### src/rtl/cal_pkg.sv
package cal_pkg;
  typedef enum logic [1:0] {
    CAL_IDLE   = 2'd0,
    CAL_SETTLE = 2'd1,
    CAL_EVAL   = 2'd2
  } cal_state_e;
endpackage

### src/rtl/cal_step_calc.sv
module cal_step_calc #(
  parameter int MEAS_W = 12,
  parameter int CODE_W = 8,
  parameter int SHIFT  = 2
) (
  input  logic [MEAS_W-1:0] tgt,
  input  logic [MEAS_W-1:0] meas,
  output logic              err_pos,
  output logic [CODE_W-1:0] step
);
  localparam logic [MEAS_W-1:0] CAP = MEAS_W'((1 << CODE_W) - 1);

  logic [MEAS_W:0]   diff;
  logic [MEAS_W-1:0] shifted;

  always_comb begin
    diff    = {1'b0, tgt} - {1'b0, meas};
    err_pos = !diff[MEAS_W] && (diff != '0);
    shifted = diff[MEAS_W-1:0] >> SHIFT;
    if (shifted == '0)
      step = CODE_W'(1);
    else if (shifted > CAP)
      step = '1;
    else
      step = shifted[CODE_W-1:0];
  end
endmodule

### src/rtl/cal_trim_accum.sv
module cal_trim_accum #(
  parameter int CODE_W = 8
) (
  input  logic              clk,
  input  logic              rst_n,
  input  logic              clear,
  input  logic              apply,
  input  logic [CODE_W-1:0] step,
  output logic [CODE_W-1:0] trim,
  output logic              will_sat
);
  localparam logic [CODE_W:0] FULL = {1'b0, {CODE_W{1'b1}}};

  logic [CODE_W:0] sum;

  always_comb begin
    sum      = {1'b0, trim} + {1'b0, step};
    will_sat = (sum >= FULL);
  end

  always_ff @(posedge clk or negedge rst_n) begin
    if (!rst_n)
      trim <= '0;
    else if (clear)
      trim <= '0;
    else if (apply)
      trim <= will_sat ? FULL[CODE_W-1:0] : sum[CODE_W-1:0];
  end
endmodule

### src/rtl/cal_seq_fsm.sv
module cal_seq_fsm
  import cal_pkg::*;
#(
  parameter int MEAS_W = 12
) (
  input  logic              clk,
  input  logic              rst_n,
  input  logic              start,
  input  logic [MEAS_W-1:0] target_code,
  input  logic              meas_valid,
  input  logic              err_pos,
  input  logic              will_sat,
  output logic              meas_ready,
  output logic              busy,
  output logic              done,
  output logic              range_err,
  output logic [MEAS_W-1:0] tgt_q,
  output logic              clear,
  output logic              apply,
  output logic              eval_take
);
  cal_state_e state, state_n;
  logic take;

  always_comb begin
    busy       = (state != CAL_IDLE);
    meas_ready = busy;
    take       = meas_valid && meas_ready;
    eval_take  = (state == CAL_EVAL) && take;
    clear      = (state == CAL_IDLE) && start;
    apply      = eval_take && err_pos;
    state_n    = state;
    case (state)
      CAL_IDLE:   if (start) state_n = CAL_SETTLE;
      CAL_SETTLE: if (take)  state_n = CAL_EVAL;
      CAL_EVAL: begin
        if (take) begin
          if (!err_pos || will_sat) state_n = CAL_IDLE;
          else                      state_n = CAL_SETTLE;
        end
      end
      default:    state_n = CAL_IDLE;
    endcase
  end

  always_ff @(posedge clk or negedge rst_n) begin
    if (!rst_n) begin
      state     <= CAL_IDLE;
      done      <= 1'b0;
      range_err <= 1'b0;
      tgt_q     <= '0;
    end else begin
      state <= state_n;
      if (clear) begin
        done      <= 1'b0;
        range_err <= 1'b0;
        tgt_q     <= target_code;
      end else if (eval_take) begin
        if (!err_pos) begin
          done <= 1'b1;
        end else if (will_sat) begin
          done      <= 1'b1;
          range_err <= 1'b1;
        end
      end
    end
  end
endmodule

### src/rtl/freq_trim_ctrl.sv
module freq_trim_ctrl #(
  parameter int MEAS_W = 12,
  parameter int CODE_W = 8,
  parameter int SHIFT  = 2
) (
  input  logic              clk,
  input  logic              rst_n,
  input  logic              start,
  input  logic [MEAS_W-1:0] target_code,
  input  logic [MEAS_W-1:0] meas_code,
  input  logic              meas_valid,
  output logic              meas_ready,
  output logic [CODE_W-1:0] trim_code,
  output logic              busy,
  output logic              done,
  output logic              range_err
);
  logic [MEAS_W-1:0] tgt_q;
  logic [CODE_W-1:0] step;
  logic              err_pos, will_sat, clear, apply, eval_take;

  cal_step_calc #(.MEAS_W(MEAS_W), .CODE_W(CODE_W), .SHIFT(SHIFT)) u_step (
    .tgt(tgt_q), .meas(meas_code), .err_pos(err_pos), .step(step)
  );

  cal_trim_accum #(.CODE_W(CODE_W)) u_acc (
    .clk(clk), .rst_n(rst_n), .clear(clear), .apply(apply),
    .step(step), .trim(trim_code), .will_sat(will_sat)
  );

  cal_seq_fsm #(.MEAS_W(MEAS_W)) u_fsm (
    .clk(clk), .rst_n(rst_n), .start(start), .target_code(target_code),
    .meas_valid(meas_valid), .err_pos(err_pos), .will_sat(will_sat),
    .meas_ready(meas_ready), .busy(busy), .done(done), .range_err(range_err),
    .tgt_q(tgt_q), .clear(clear), .apply(apply), .eval_take(eval_take)
  );
endmodule

### config.mk
export PLATFORM = sky130hd
export DESIGN_NAME = freq_trim_ctrl
export DESIGN_NICKNAME = d
export VERILOG_FILES = /design/src/rtl/cal_pkg.sv /design/src/rtl/cal_step_calc.sv /design/src/rtl/cal_trim_accum.sv /design/src/rtl/cal_seq_fsm.sv /design/src/rtl/freq_trim_ctrl.sv
export SDC_FILE = /design/constraint.sdc
export NUM_CORES = 1
export LEC_CHECK = 0
export CORE_ASPECT_RATIO = 0.8
export CORE_MARGIN = 2
export CORE_UTILIZATION = 58
export DETAILED_ROUTE_END_ITERATION = 16
export DONT_BUFFER_PORTS = 1
export PLACE_DENSITY = 0.74
export SLEW_MARGIN = 40
export SYNTH_ARGS = -nofsm -noshare
export SYNTH_HDL_FRONTEND = slang
export SYNTH_SLANG_ARGS = --single-unit
### constraint.sdc
create_clock -name clk -period 4.15 [get_ports clk]
set_input_delay 0.2075 -clock clk [delete_from_list [all_inputs] [get_ports clk]]
set_output_delay 0.2075 -clock clk [all_outputs]
set_load 0.02 [all_outputs]
==> flow_summary.ini, run 1 <==
[status]
status = finished with violations
failed_checks = negative setup slack

[worst_setup_path]
worst_ep_arrival_time_ps = 4780
worst-setup-path-type = reg2reg
rr_startpoint = u_fsm.tgt_q[0]$_DFFE_PN0P_
crit_fanout = 5
crit_path_start_kind = register
end_kind = register
cp_data_required_time_ps = 4320
critPathLaunch = u_fsm.tgt_q[0]$_DFFE_PN0P_

[sta]
setup_violations = 11
clock_skew_ps = 6.545
slew_headroom_pct = 61.01
whs_ps = 65.49
setup_slack_ps = -460.3
tightest_slew_ps = 584.8
min_period_ps = 4610
fmax_mhz = 216.9
rsz0062_at_grt = yes
fin_crit_sh_pct = 111.1
finalSetupTns_ps = -3652
hold_viol = 0
slew_violations = 0

[yosys]
synth_simple_gate_area_share_pct = 22.08
synth_nets = 293
synth_edf_count = 0
synth.distinct_cells = 51
synth_compound_area_share_pct = 15.68
async_flop_share_pct = 100.0
avgSynthCellArea_um2 = 8.769
yosys.area.top_type = dfrtp_1
synth-xor-area-share_pct = 3.288
synth_cells = 243
synth_top_family_by_area = simple AND/OR/NAND/NOR gates
yosys-top-cells-area = dfrtp_1 28%, ha_1 12%, mux2_2 6.3%, mux2i_1 4.2%, inv_1 4.2%
yosysTopAreaCellShare_pct = 28.19
synth_seq_area_share_pct = 28.19
syn_area_um2 = 2131
synthAdderAreaFrac_pct = 13.62
synth-seq-cells = 24
synthFlopType = dfrtp_1
ys_warn_count = 0
synthMuxAreaShare_pct = 11.27

[final_layout]
syn2layout_area_growth_pct = 27.25
num-nets-final = 322
diodes = 0
drive_above_1_share_pct = 37.64
layout_commonest_cell = buf_4
finalInstanceArea_um2 = 2711
final_cell_mix = 25 x buf_4, 24 x dfrtp_1, 22 x inv_1

[cts]
path_clk_slew_ps = 90
cts-root-buf = clkbuf_8
insertion_delay_ps = 280
clk_path_buf_depth = 2
tritoncts = built
clock_sinks = 24
h-tree-depth = 1
cts_buffers = 3

[global_route]
grtUsageTotal_pct = 24.27
grt_use_met2_pct = 41.27
grt_pass1_wl_um = 8045
use_met3_pct = 5.565
grt_start_max_net_pins = 25
top_usage_layer = met2
antenna_found_initial = 0
gr-usage-met1_pct = 32.53
grt_overflow = 0
grt_pass1_vias = 1818

[detailed_routing]
firstDrtPassIters = 5
drc = 0
wl_per_cell_um = 18.26
initialDrtViolationCount = 153
wl_um = 5714
dr_total_vias = 1966
routed_via_density = 6.281
drt.antenna.violating_nets = 0

[floorplanning]
die_w_um = 71.77
rows = 19
ios = 40
coreArea_um2 = 3471
die_area_um2 = 4177
dieHeight_um = 58.21
start_util_pct = 61.39

[placed_design]
port_buffers = 0
gp_congestion = 0.9289
dpl_worst_slack_ps = -384.1
dpl-instance-area_um2 = 2326
hpwl_um = 3563

[hold_path]
hp-class = in2reg
hold_start = target_code[8]

[flow_run]
drv_cap = 0
## through the flow
step                instances  util, %
CTS                       309    71.56
global placement          299    67.02
detailed placement        299    67.02
floorplan                 243        -
finish                    313    78.12
global route              313    78.12
## worst max-delay path, cell delays in order, from the launching register on
cell and delay [ps]:
dfrtp_1 350, inv_1 50, ha_2 170, fa_2 370, nor2b_4 190, o2111ai_4 170, buf_6 160, nand3_2 60
o211ai_1 150, xnor2_2 260, nor4_4 80, or3_4 420, ha_4 170, inv_2 50, fa_2 200, nor2b_2 50
o21ai_2 230, a21oi_2 130, o311a_4 350, o21a_4 220, a311oi_4 310, nand2_1 100, mux2_4 270
## registers in the layout (all words and copies together), names as in the netlist
signal,count
u_fsm.done,1
u_fsm.state,2
u_fsm.range_err,1
u_fsm.tgt_q,12
u_acc.trim,8
## area by class of cell
cell class,count,area (µm²)
clock buffers,3,41.29
repair buffers,30,236.5
fillers,215,759.5
multi-input cells,189,1660
inverters,24,90.09
flip-flops and latches,24,600.6
well taps,42,52.55
clock inverters,1,30.03
## cell usage after synthesis, types with 3 or more instances
master / count
a211oi_1: 3
a21o_1: 4
a21oi_1: 12
and3_1: 3
clkbuf_1: 3
dfrtp_1: 24
ha_1: 20
inv_1: 24
mux2_2: 12
mux2i_1: 9
nand2_1: 22
nand2b_1: 4
nand3_1: 3
nor2_1: 24
nor2b_1: 6
nor4_1: 3
o211ai_1: 4
o21ai_0: 8
or2_2: 8
or3_1: 4
xnor2_1: 6
## kinds of logic (layout without fill, tap and decap cells)
| group | after synthesis | count (layout) |
|---|---|---|
| DFF | 24 | 24 |
| buffers and inverters | 30 | 58 |
| xor gates and xnor gates | 8 | 8 |
| adders and majority gates | 22 | 22 |
| muxes | 22 | 22 |
| and+or+nand+nor | 90 | 90 |
| AOI/OAI and AO/OA | 47 | 47 |
## worst paths after layout
kind / slack, ps / endpoint / cells after the start
worst max register to register: -460 / u_acc.trim[1]$_DFFE_PN0P_ / 22
worst max-delay path: -460 / u_acc.trim[1]$_DFFE_PN0P_ / 22
max in group asynchronous: 3330 / u_acc.trim[1]$_DFFE_PN0P_ / 2
worst min-delay path: 70 / u_fsm.tgt_q[8]$_DFFE_PN0P_ / 1
min in group asynchronous: 440 / u_fsm.tgt_q[7]$_DFFE_PN0P_ / 2
worst min register to register: 520 / u_fsm.tgt_q[2]$_DFFE_PN0P_ / 1
## repair_timing
item / in CTS / in global routing
buffers inserted: 5 / 4
cloned: 0 / 0
hold buffers: 1 / 1
hold endpoints to repair: 24 / 24
resized for setup: 8 / 39
setup endpoints to repair: 11 / 11
pin swaps: 9 / 16
## per-layer routing
layer  routed length (µm)  part of all wire (%)  vias to the layer above
met5                    0                     0                        -
met4                  144                   2.5                        0
met3                  396                   6.9                       18
met2                 2705                    47                       85
met1                 2468                    43                      949
li1                     -                     -                      914
Power of run 1 is not shown: default switching activity piles up to over one toggle a cycle in this logic, so the estimate is an artifact.
==> inputs of run 2 (changes only) <==
--- a/config.mk
+++ b/config.mk
@@ -5,7 +5,6 @@
 export SDC_FILE = /design/constraint.sdc
 export NUM_CORES = 1
 export LEC_CHECK = 0
-export CORE_ASPECT_RATIO = 0.8
 export CORE_MARGIN = 2
 export CORE_UTILIZATION = 58
 export DETAILED_ROUTE_END_ITERATION = 16
==> flow_summary.ini, run 2 (synthesis results as in run 1) <==
[detailed_routing]
initialDrtViolationCount = 94
drt.antenna.violating_nets = 0
wl_per_cell_um = 15.37
drc = 0
firstDrtPassIters = 5
dr_total_vias = 1875
routed_via_density = 5.699
wl_um = 5057

[sta]
setup_violations = 10
slew_violations = 0
slew_headroom_pct = 67.69
whs_ps = 76.42
setup_slack_ps = -251.1
hold_viol = 0
clock_skew_ps = 5.180
rsz0062_at_grt = yes
fin_crit_sh_pct = 106.1
fmax_mhz = 227.2
tightest_slew_ps = 483.0
min_period_ps = 4401

[final_layout]
regArea_um2 = 600.6
largest-register = u_fsm.tgt_q
layout_commonest_cell = buf_4
syn2layout_area_growth_pct = 25.90
finalInstanceArea_um2 = 2683
fin_util_pct = 74.39
largestRegisters = u_fsm.tgt_q x12, u_acc.trim x8, u_fsm.state x2
final_cell_mix = 37 x buf_4, 24 x dfrtp_1, 21 x inv_1, 21 x nand2_1, 21 x nor2_1
drive_above_1_share_pct = 35.94
diodes = 0
n_fill_cell = 269
largest_register_ffs = 12
num-nets-final = 332
multiInputGateArea_um2 = 1541

[flow_run]
drv_cap = 0

[floorplanning]
die_area_um2 = 4174
ios = 40
die_w_um = 64.61
coreArea_um2 = 3606
start_util_pct = 59.09
dieHeight_um = 64.61
rows = 22

[status]
status = finished with violations
failed_checks = negative setup slack

[cts]
cts_buffers = 3
path_clk_slew_ps = 90
insertion_delay_ps = 270
cts-root-buf = clkbuf_8
clk_path_buf_depth = 2
tritoncts = built
h-tree-depth = 1
clock_sinks = 24

[placed_design]
hpwl_um = 3718
gp_congestion = 0.8860
dpl_worst_slack_ps = -338.8
port_buffers = 0
dpl-instance-area_um2 = 2439

[worst_setup_path]
worst-setup-path-type = reg2reg
end_kind = register
worst_ep_arrival_time_ps = 4560
cp_slowest_cell = dfrtp_1
crit_path_start_kind = register
crit_path_max_incr_delay_ps = 400
cp_data_required_time_ps = 4310
crit_fanout = 5
path_cells = ha_1 -> nor2_1 -> a211o_2 -> buf_4 -> a21oi_1 -> mux2i_1 -> nand2_1 -> nor4_2 -> or3_1 -> ha_2 -> inv_2 -> fa_2 -> nor2b_2 -> o21ai_2 -> a21oi_2 -> o311a_1 -> nor4_2 -> a311oi_2 -> buf_4 -> nand2_1 -> mux2_4

[global_route]
grt_pass1_vias = 1904
antenna_found_initial = 0
grt_start_max_net_pins = 25
grt_pass1_wl_um = 8424
grtUsageTotal_pct = 25.58
grt_overflow = 0

[hold_path]
hp-class = in2reg
[run 2: cell types whose count changed in the layout (fill, tap and decap cells not counted), moves of 2 or more]
cell	before	now
nor4_2	0	2
nand3_1	1	3
nor2_1	18	21
buf_6	3	1
buf_4	25	37
o21ai_1	2	0
nor2_2	5	3
nor4_4	2	0
[run 2: timing repair]
item,CTS,global route
gates resized for setup,14,12
hold endpoints to repair,24,0
gates cloned,0,0
setup buffers,4,2
setup endpoints to repair,11,11
pin swaps,7,11
hold buffers,2,0
[run 2: per-stage QoR]
step,setup TNS (ps),std cells
2_1_floorplan,-103.7,243
3_3_place_gp,-1328,319
3_5_place_dp,-2336,319
4_1_cts,-761.5,328
5_1_grt,-4001,329
6_report,-1374,329
[run 2: area by class of cell]
cell class,count,area share [%]
Clock buffer,3,1.539
Clock inverter,1,1.119
Multi-Input combinational cell,189,57.46
Timing Repair Buffer,40,11.89
Inverter,24,3.358
Sequential cell,24,22.39
Tap cell,48,2.239
[run 2: metal layers]
metal | share of wire (%) | track usage [%] | vias up
met5 | 0 | 0 | -
met4 | 4.3 | 9.574 | 0
met3 | 3.4 | 2.778 | 19
met2 | 50 | 48.31 | 56
met1 | 42 | 29.48 | 867
li1 | - | - | 933
[run 2: worst max-delay path: cells and delay by family, from the launching register on]
kind | cells | cell delay, ps
buffers and inverters | 3 | 350
adder cells (fa/ha/maj) | 3 | 850
AO/OA/AOI/OAI | 6 | 1240
multiplexers | 2 | 550
flip-flops | 1 | 400
AND/OR/NAND/NOR | 7 | 930
[run 2: path summary, 6_finish.rpt]
| check | from | end | slack (ps) | cells past startpoint |
|---|---|---|---|---|
| min in group asynchronous | rst_n | u_fsm.tgt_q[1]$_DFFE_PN0P_ | 350 | 2 |
| setup reg to reg | u_fsm.tgt_q[2]$_DFFE_PN0P_ | u_acc.trim[1]$_DFFE_PN0P_ | -250 | 21 |
| hold reg to reg | u_fsm.tgt_q[10]$_DFFE_PN0P_ | u_fsm.tgt_q[10]$_DFFE_PN0P_ | 520 | 1 |
| setup / recovery | u_fsm.tgt_q[2]$_DFFE_PN0P_ | u_acc.trim[1]$_DFFE_PN0P_ | -250 | 21 |
| hold / removal | target_code[4] | u_fsm.tgt_q[4]$_DFFE_PN0P_ | 80 | 1 |
| max in group asynchronous | rst_n | u_acc.trim[3]$_DFFE_PN0P_ | 3650 | 2 |
Power of run 2 is left out for the same reason.
